==> src/rtl/xcvr_mode_pkg.sv <==
package xcvr_mode_pkg;
  typedef enum logic [1:0] {
    MODE_OFF   = 2'b00,
    MODE_SAFE  = 2'b01,
    MODE_RUN   = 2'b10,
    MODE_SLEEP = 2'b11
  } mode_e;
endpackage

==> src/rtl/xcvr_en_filter.sv <==
module xcvr_en_filter #(
  parameter int RISE_US = 7,
  parameter int FALL_US = 7
) (
  input  logic clk_i,
  input  logic rst_ni,
  input  logic tick_i,
  input  logic en_i,
  output logic level_o,
  output logic rise_o,
  output logic fall_o
);
  localparam int MAX_US = (RISE_US > FALL_US) ? RISE_US : FALL_US;
  localparam int CW = $clog2(MAX_US + 1);
  localparam logic [CW-1:0] RISE_LIM = CW'(RISE_US - 1);
  localparam logic [CW-1:0] FALL_LIM = CW'(FALL_US - 1);

  logic [CW-1:0] cnt_q;
  logic          lvl_q;
  logic          differ, done;

  assign differ = en_i ^ lvl_q;
  assign done   = differ && tick_i && (cnt_q == (lvl_q ? FALL_LIM : RISE_LIM));

  always_ff @(posedge clk_i or negedge rst_ni) begin
    if (!rst_ni) begin
      lvl_q <= 1'b0;
      cnt_q <= '0;
    end else if (!differ) begin
      cnt_q <= '0;
    end else if (tick_i) begin
      if (done) begin
        lvl_q <= ~lvl_q;
        cnt_q <= '0;
      end else begin
        cnt_q <= cnt_q + 1'b1;
      end
    end
  end

  assign level_o = lvl_q;
  assign rise_o  = done & ~lvl_q;
  assign fall_o  = done & lvl_q;

  // filtered level only ever moves toward the raw pin
  assert_level_follows_R3: assert property (@(posedge clk_i) disable iff (!rst_ni)
    !$stable(lvl_q) |-> ($past(en_i) == lvl_q));
endmodule

==> src/rtl/xcvr_pwrup_timer.sv <==
module xcvr_pwrup_timer #(
  parameter int PWRUP_US = 200
) (
  input  logic clk_i,
  input  logic rst_ni,
  input  logic tick_i,
  input  logic arm_i,
  output logic done_o
);
  localparam int CW = $clog2(PWRUP_US + 1);
  localparam logic [CW-1:0] LIM = CW'(PWRUP_US - 1);

  logic [CW-1:0] cnt_q;

  always_ff @(posedge clk_i or negedge rst_ni) begin
    if (!rst_ni)            cnt_q <= '0;
    else if (!arm_i)        cnt_q <= '0;
    else if (tick_i && cnt_q != LIM) cnt_q <= cnt_q + 1'b1;
  end

  assign done_o = arm_i && tick_i && (cnt_q == LIM);
endmodule

==> src/rtl/xcvr_wake_flags.sv <==
module xcvr_wake_flags (
  input  logic clk_i,
  input  logic rst_ni,
  input  logic set_loc_i,
  input  logic set_rem_i,
  input  logic clr_i,
  input  logic en_i,
  output logic rxd_low_o,
  output logic txd_pd_o
);
  logic req_q, loc_q;

  always_ff @(posedge clk_i or negedge rst_ni) begin
    if (!rst_ni) begin
      req_q <= 1'b0;
      loc_q <= 1'b0;
    end else if (clr_i) begin
      req_q <= 1'b0;
      loc_q <= 1'b0;
    end else if (set_loc_i || set_rem_i) begin
      req_q <= 1'b1;
      loc_q <= set_loc_i;  // local wins on a tie
    end
  end

  // enable high releases both pins without waiting for an edge
  assign rxd_low_o = req_q & ~en_i;
  assign txd_pd_o  = req_q & loc_q & ~en_i;

  assert_src_needs_req_R8: assert property (@(posedge clk_i) disable iff (!rst_ni)
    txd_pd_o |-> rxd_low_o);
  assert_release_on_en_R9: assert property (@(posedge clk_i) disable iff (!rst_ni)
    en_i |-> (!rxd_low_o && !txd_pd_o));
endmodule

==> src/rtl/xcvr_mode_ctrl.sv <==
module xcvr_mode_ctrl
  import xcvr_mode_pkg::*;
#(
  parameter int RISE_US  = 7,
  parameter int FALL_US  = 7,
  parameter int PWRUP_US = 200
) (
  input  logic       clk_i,
  input  logic       rst_ni,
  input  logic       tick_us_i,
  input  logic       vs_low_i,
  input  logic       en_i,
  input  logic       txd_i,
  input  logic       wake_loc_i,
  input  logic       wake_rem_i,
  output logic [1:0] mode_o,
  output logic       tx_en_o,
  output logic       rx_en_o,
  output logic       inh_on_o,
  output logic       rxd_low_o,
  output logic       txd_pd_o
);
  mode_e mode_q, mode_d;
  logic  en_lvl, en_rise, en_fall, pw_done, any_wake, wake_ok;

  xcvr_en_filter #(.RISE_US(RISE_US), .FALL_US(FALL_US)) u_en_filt (
    .clk_i, .rst_ni, .tick_i(tick_us_i), .en_i,
    .level_o(en_lvl), .rise_o(en_rise), .fall_o(en_fall)
  );

  xcvr_pwrup_timer #(.PWRUP_US(PWRUP_US)) u_pwrup (
    .clk_i, .rst_ni, .tick_i(tick_us_i),
    .arm_i(mode_q == MODE_OFF && !vs_low_i), .done_o(pw_done)
  );

  assign any_wake = wake_loc_i | wake_rem_i;
  assign wake_ok  = (mode_q == MODE_SLEEP) && !vs_low_i;

  xcvr_wake_flags u_wake (
    .clk_i, .rst_ni,
    .set_loc_i(wake_ok & wake_loc_i), .set_rem_i(wake_ok & wake_rem_i),
    .clr_i(en_i | vs_low_i), .en_i,
    .rxd_low_o, .txd_pd_o
  );

  always_comb begin
    mode_d = mode_q;
    if (vs_low_i) mode_d = MODE_OFF;
    else begin
      unique case (mode_q)
        MODE_OFF:   if (pw_done) mode_d = MODE_SAFE;
        MODE_SAFE:  if (en_lvl)  mode_d = MODE_RUN;
        MODE_RUN:   if (en_fall && txd_i) mode_d = MODE_SLEEP;
        MODE_SLEEP: if (any_wake) mode_d = MODE_SAFE;
                    else if (en_lvl) mode_d = MODE_RUN;
        default:    mode_d = MODE_OFF;
      endcase
    end
  end

  always_ff @(posedge clk_i or negedge rst_ni) begin
    if (!rst_ni) mode_q <= MODE_OFF;
    else         mode_q <= mode_d;
  end

  assign mode_o   = mode_q;
  assign tx_en_o  = (mode_q == MODE_RUN);
  assign rx_en_o  = (mode_q == MODE_RUN);
  assign inh_on_o = (mode_q == MODE_SAFE) || (mode_q == MODE_RUN);

  assert_undervolt_R1: assert property (@(posedge clk_i) disable iff (!rst_ni)
    vs_low_i |=> (mode_o == 2'b00 && !inh_on_o));
  assert_sleep_entry_R5: assert property (@(posedge clk_i) disable iff (!rst_ni)
    (mode_q == MODE_SLEEP && $past(mode_q) != MODE_SLEEP) |->
      ($past(mode_q) == MODE_RUN && $past(txd_i)));
  assert_wake_exit_R7: assert property (@(posedge clk_i) disable iff (!rst_ni)
    (mode_q == MODE_SLEEP && !vs_low_i && any_wake) |=> (mode_q == MODE_SAFE && inh_on_o));
  assert_comm_needs_inh_R4: assert property (@(posedge clk_i) disable iff (!rst_ni)
    (tx_en_o || rx_en_o) |-> inh_on_o);
  assert_wake_only_safe_R10: assert property (@(posedge clk_i) disable iff (!rst_ni)
    rxd_low_o |-> (mode_q == MODE_SAFE));
endmodule

==> config.mk <==
export PLATFORM = sky130hd
export DESIGN_NAME = xcvr_mode_ctrl
export DESIGN_NICKNAME = d
export VERILOG_FILES = /design/src/rtl/xcvr_mode_pkg.sv /design/src/rtl/xcvr_en_filter.sv /design/src/rtl/xcvr_pwrup_timer.sv /design/src/rtl/xcvr_wake_flags.sv /design/src/rtl/xcvr_mode_ctrl.sv
export SDC_FILE = /design/constraint.sdc
export NUM_CORES = 1
export LEC_CHECK = 0
export BUFFER_PORTS_ARGS = -buffer_cell sky130_fd_sc_hd__buf_2
export CAP_MARGIN = 20
export CORE_MARGIN = 5
export CORE_UTILIZATION = 49
export DETAILED_ROUTE_END_ITERATION = 8
export PLACE_DENSITY = 0.73
export REMOVE_ABC_BUFFERS = 1
export SETUP_SLACK_MARGIN = 0.1
export SKIP_CTS_REPAIR_TIMING = 1
export SYNTH_ARGS = -nofsm -noshare
export SYNTH_HDL_FRONTEND = slang
export SYNTH_SLANG_ARGS = --single-unit
==> constraint.sdc <==
create_clock -name clk_i -period 1.6 [get_ports clk_i]
set_clock_uncertainty 0.05 [all_clocks]
set_input_delay 0.32 -clock clk_i [delete_from_list [all_inputs] [get_ports clk_i]]
set_output_delay 0.32 -clock clk_i [all_outputs]
set_load 0.02 [all_outputs]
# --- Word-level counts from Yosys, hierarchy flattened ---
# Index checks and enable logic that the tools add are counted.
totals:
  regBits: 16
  latch_bits: 0
  ram_bits: 0
  romBits: 0
  input_bits: 8
  output_inout_bits: 7
  word_cells: 59
  n_memories: 0
classes:
  addsub: 2
  multipliers: 0
  div_mod_pow: 0
  n_lt_le_gt_ge: 0
  n_eq_ne: 10
  shifts: 0
  mux: 15
  n_bitwise: 11
  n_reduce_logical: 15
op_table:
  columns: ["op", "count"]
  rows:
  - ["$mux 8", 2]
  - ["$mux 2", 5]
  - ["$mux 3", 3]
  - ["$add 8x1->8 const B", 1]
  - ["$eq 8x8->1 const B", 1]
  - ["$logic_and 1x1->1", 8]
  - ["$ne 8x8->1 const B", 1]
  - ["$pmux 2 s4", 1]
  - ["$and 1x1->1", 6]
  - ["$eq 2x2->1 const B", 2]
  - ["$mux 1", 4]
  - ["$ne 2x2->1 const B", 2]
  - ["$add 3x1->3 const B", 1]
  - ["$eq 3x3->1 const B", 1]
  - ["$ne 3x2->1 const B", 1]
  - ["$ne 3x3->1 const B", 1]
  - ["$reduce_and 3->1", 1]
  - ["$eq 2x1->1 const B", 1]
  - ["$logic_not 2->1", 1]
  - ["$logic_or 1x1->1", 2]
  - ["$not 1->1", 2]
  - ["$or 1x1->1", 2]
  - ["$reduce_and 2->1", 1]
  - ["$reduce_bool 2->1", 1]
  - ["2 further kinds", 2]

# --- Longest topological paths before layout ---
depth:
  ltp_word: 8
  mapped_depth: 7

# --- Hierarchy ---
# From an unflattened synthesis, not the netlist that was laid out.
unflattened:
  hier_cells: 107
  hier_area_um2: 1051.0
by_module_without_submodules:
  columns: ["mod", "instances", "cells_per_inst", "area_each_um2", "seq_area_each_um2"]
  rows:
  - ["xcvr_pwrup_timer", 1, 45, 451.7, 200.2]
  - ["xcvr_mode_ctrl", 1, 32, 270.3, 50.0]
  - ["xcvr_en_filter", 1, 21, 235.2, 100.1]
  - ["xcvr_wake_flags", 1, 9, 93.8, 50.0]

# --- Worst setup path before layout ---
# Ideal clock, no wire load.
synth_timing:
  kind: "reg2reg"
  start: "register mode_q[0], in the netlist mode_o[0]"
  end: "register mode_q[0], in the netlist mode_o[0]"
  setup_ns: 0.125
  arrival_ns: 1.653
  path_slack_ns: -0.228
  path_stages_with_launch: 6
  n_path_buf: 0
  period_less_slack_ns: 1.828
  path_cell_list: "dfrtp_1 > inv_1 > ha_1 > inv_1 > o31ai_2 > mux2_4"
synth_between:
  elab_cells_between_ends: 14
  cone_classes: "eq/ne (5); mux (4); reduce/logical (5)"
synth_rtl:
  columns: ["item", "line", "rtl"]
  rows:
  - ["start: declaration", "xcvr_mode_ctrl.sv:23", "mode_e mode_q, mode_d;"]
  - ["start signal: assignment", "xcvr_mode_ctrl.sv:63", "else mode_q <= mode_d;"]
  - ["$eq 2x2->1 (*)", null, null]
  - ["named net rx_en_o", "xcvr_mode_ctrl.sv:18", "output logic rx_en_o,"]
  - ["$pmux 2 s4 or $ne 3x2->1 (tied branches)", null, null]
  - ["$mux 2 or $reduce_and 2->1 (tied branches)", null, null]
# Mark *: on every way through the listed nets, which the timed path passes. The rest lies on a longest branch.
# A chain may end at the register's enable or synchronous reset.

# --- Worst setup path after layout ---
layout_timing:
  start: "register u_pwrup.cnt_q[1]"
  end: "register mode_q[0], in the netlist mode_o[0]"
layout_between:
  elab_chain_cells: 4
layout_lines:
  columns: ["item", "line", "rtl"]
  rows:
  - ["start: declaration", "xcvr_pwrup_timer.sv:13", "logic [CW-1:0] cnt_q;"]
  - ["start signal: assignment", "xcvr_pwrup_timer.sv:18", "else if (tick_i && cnt_q != LIM) cnt_q <= cnt_q + 1'b1;"]
  - ["$eq 8x8->1", "xcvr_pwrup_timer.sv:21", "assign done_o = arm_i && tick_i && (cnt_q == LIM);"]
  - ["$logic_and 1x1->1", "xcvr_pwrup_timer.sv:21", null]
  - ["$ne 3x3->1 (no line)", null, null]
  - ["$reduce_and 2->1 (no line)", null, null]
# Every way passes these cells.

==> metrics.md <==
| Metric | Value |
|---|---|
| Status | `finished, violations left` |
| Failing checks | `setup timing` |
| # H-tree levels | `1` |
| Core area | `approximately 1900 sq um` |
| Least-Margin Pin Slew | `roughly 360 ps` |
| Commonest non-fill, non-tap cell in the layout | `dfrtp_1` |
| Site row count | `16` |
| Setup crit end kind | `flip-flop` |
| Final Setup Violations | `1` |
| Clock network power share | `0.196` |
| Placer congestion estimate | `about 0.75` |
| Power Dens Cells | `between 800 and 900 nW/um^2` |
| Pwr Total | `1.11 mW` |
| Reg2reg path depth | `5` |
| Register share of total power | `0.405` |
| HP Class | `input pin to flip-flop` |
| ANT cells | `0` |
| CTS tree | `built` |
| Latest clock arrival within the worst-skew pair | `290 ps` |
| Nets | `between 100 and 150` |
| Arrival @ worst endpoint | `between 1500 and 2000 ps` |
| Reg-to-reg endpoint | `mode_o[0]$_DFFE_PN0P_` |
| Most frequent cells in the layout | `dfrtp_1, buf_4, nor2_1` |
| Largest net degree at the start of global routing | `17` |
| Register area | `between 400 and 500 sq um` |
| Worst Hold Path Cells | `2` |
| Antenna violations before repair | `0` |
| Max_cap viols | `0` |
| Die area | `2960 sq um` |
| Cts bufs inserted | `3` |
| Syn Inst Count | `between 90 and 100` |
| Synth unique cells | `31` |
| Vias per Instance | `about 5.1` |
| Fillers | `160` |
| WP data required | `about 1700 ps` |
| First-pass GRT wire length | `around 3400 um` |
| Max VDD drop | `0.612 mV` |
| Initial drt markers | `10` |
| Sequential share of the synthesized area | `0.415` |
| Worst-path clk slew | `90 ps` |
| Cell Area, Synth | `just under 1000 sq um` |
| Pre-antenna DRT Iters | `4` |
| Max-Slew Margin vs Limit | `0.760` |
| Via count | `778` |
| Synth top area cells | `dfrtp_1, ha_1, mux2i_1, nor2_1, nand3_1` |
| Fmax | `618 MHz` |
| CTS Root Cell | `clkbuf_4` |
| Gate power share | `0.400` |
| Routed WL per cell | `12.7 um` |
| Fin util | `0.667` |
| Critical Path Fanout Max | `4` |
| Vias in the first global route | `approximately 780` |
| Worst setup path category | `flip-flop to flip-flop` |
| Die span in y | `54.4 um` |
| Biggest area consumer among synthesized cells | `dfrtp_1` |
| Top cell type's share of synthesized area | `0.415` |
| Initial Utilization | `0.502` |
| Tcrit/Tclk final | `1.01` |
| Reg2reg setup slack | `-20 ps` |
| Critical path launch point type | `flip-flop` |
| Post-placement cell area | `1120 sq um` |
| Worst hold start | `en_i` |
| Final WS setup | `-18.9 ps` |
| Worst flop-to-flop path startpoint | `u_pwrup.cnt_q[1]$_DFFE_PN0P_` |
| Final Cell Area | `around 1300 sq um` |
| Die width | `about 54 um` |
| Worst min-delay path endpoint | `u_wake.req_q$_DFFE_PN0P_` |
| Synth warn | `0` |
| Clk sinks | `16` |
| Layout cells sized above 1 | `0.384` |
| Final TNS setup | `-18.9 ps` |
| #FFs+latches synth | `16` |
| DRC errors left | `0` |
| Sw frac | `0.331` |
| I/O Pins | `15` |
| Port bufs | `14` |
| Footprint of the multi-input gates | `596 sq um` |
| Crit path time final | `about 1600 ps` |
| Pleak | `between 0.5 and 0.6 nW` |
| Final hold vios | `0` |
| Final HPWL DP | `between 1000 and 1500 um` |
| Net Sw Power | `about 0.37 mW` |
| Syn Area/Cell | `around 10 sq um` |
| Pint | `0.744 mW` |
| Clk buf depth | `2` |
| All-Layer GR Usage | `0.157` |
| Antenna viol nets, final | `0` |
| Count of pins over their slew limit | `0` |
| RSZ-0062 raised after global routing | `true` |
| Total grt overflow | `0` |
| Final wirelength | `~1900 um` |
| Area Growth Syn to Fin | `32.9%` |
==> metrics by stage <==
step	hold slack, ps	instances	setup slack, ps
after global placement	208	143	33.4
after global routing	248	152	-93.9
after floorplan	-25.6	93	-368
after detailed placement	207	143	14.5
after CTS	-116	146	-61.5
final	245	152	-18.9
==> cell type report <==
cell class,count,area share
timing repair buffer,29,0.159
sequential,16,0.313
inverter,6,0.0195
tap,27,0.0263
clock buffer,3,0.0176
multi-input combinational,71,0.464
==> logic make-up (layout without fill, tap and decap cells) <==
family                   after synthesis  count (layout)  synth area share
AO/OA/AOI/OAI                         16              16             0.117
XOR/XNOR                               6               6            0.0545
adder cells (fa/ha/maj)                8               8             0.104
buffers and inverters                  9              38            0.0415
flip-flops                            16              16             0.415
multiplexers                           7               7            0.0791
AND/OR/NAND/NOR                       34              34             0.189
==> registers in the layout, indices dropped and copies added, names as in the netlist <==
signal	count
u_wake.req_q	1
u_pwrup.cnt_q	8
u_en_filt.cnt_q	3
u_en_filt.level_o	1
mode_o	2
u_wake.loc_q	1
==> cells in the mapped netlist <==
| cell | n |
|---|---|
| and2_1 | 2 |
| o21ai_0 | 2 |
| a311o_2 | 1 |
| nand2b_1 | 1 |
| mux2i_1 | 5 |
| buf_2 | 2 |
| and3_1 | 1 |
| mux2_2 | 1 |
| xor2_1 | 4 |
| a41o_1 | 1 |
| ha_1 | 8 |
| nor4b_4 | 1 |
| nand3_1 | 7 |
| nor2_1 | 13 |
| nand2_1 | 3 |
| o22ai_1 | 1 |
| a41oi_1 | 1 |
| a31oi_1 | 2 |
| a211o_1 | 1 |
| inv_1 | 6 |
| mux2_4 | 1 |
| o31ai_2 | 1 |
| nor3_1 | 3 |
| a211oi_1 | 1 |
| buf_4 | 1 |
| nor3b_1 | 1 |
| dfrtp_1 | 16 |
| or3_1 | 1 |
| and4_2 | 1 |
| xnor2_1 | 2 |
| a21oi_1 | 5 |
==> per-layer routing <==
| layer | track usage | vias up | routed length (um) |
|---|---|---|---|
| met1 | 0.198 | 365 | 912 |
| met5 | 0 | - | 0 |
| met4 | 0.0747 | 0 | 10 |
| li1 | - | 397 | - |
| met2 | 0.257 | 14 | 923 |
| met3 | 0.0300 | 2 | 86 |
==> critical path: stages, from the launching register on <==
cell     delay, ps
dfrtp_1        360
ha_2           180
nor4b_4        270
a41o_1         270
o31ai_4         90
mux2_4         290
==> power groups by stage <==
stage,Sequential (mW),Combinational (mW),Clock [mW]
3_5_place_dp,0.454,0.350,0
4_1_cts,0.447,0.350,0.224
6_report,0.450,0.444,0.217
2_1_floorplan,0.481,0.182,0
3_3_place_gp,0.454,0.342,0
5_1_grt,0.454,0.503,0.239
==> how the worst max path moves through the flow <==
stage | startpoint | endpoint | slack [ps] | cells after the start
final | u_pwrup.cnt_q[1]$_DFFE_PN0P_ | mode_o[0]$_DFFE_PN0P_ | -20 | 5
after CTS | mode_o[1]$_DFFE_PN0P_ | inh_on_o | -60 | 3
after global routing | u_pwrup.cnt_q[0]$_DFFE_PN0P_ | mode_o[0]$_DFFE_PN0P_ | -90 | 5
after detailed placement | u_en_filt.cnt_q[0]$_DFFE_PN0P_ | mode_o[0]$_DFFE_PN0P_ | 10 | 6
after global placement | u_en_filt.cnt_q[0]$_DFFE_PN0P_ | mode_o[0]$_DFFE_PN0P_ | 30 | 6
after floorplan | mode_o[0]$_DFFE_PN0P_ | mode_o[0]$_DFFE_PN0P_ | -370 | 5
(Power assumes the default switching activity.)
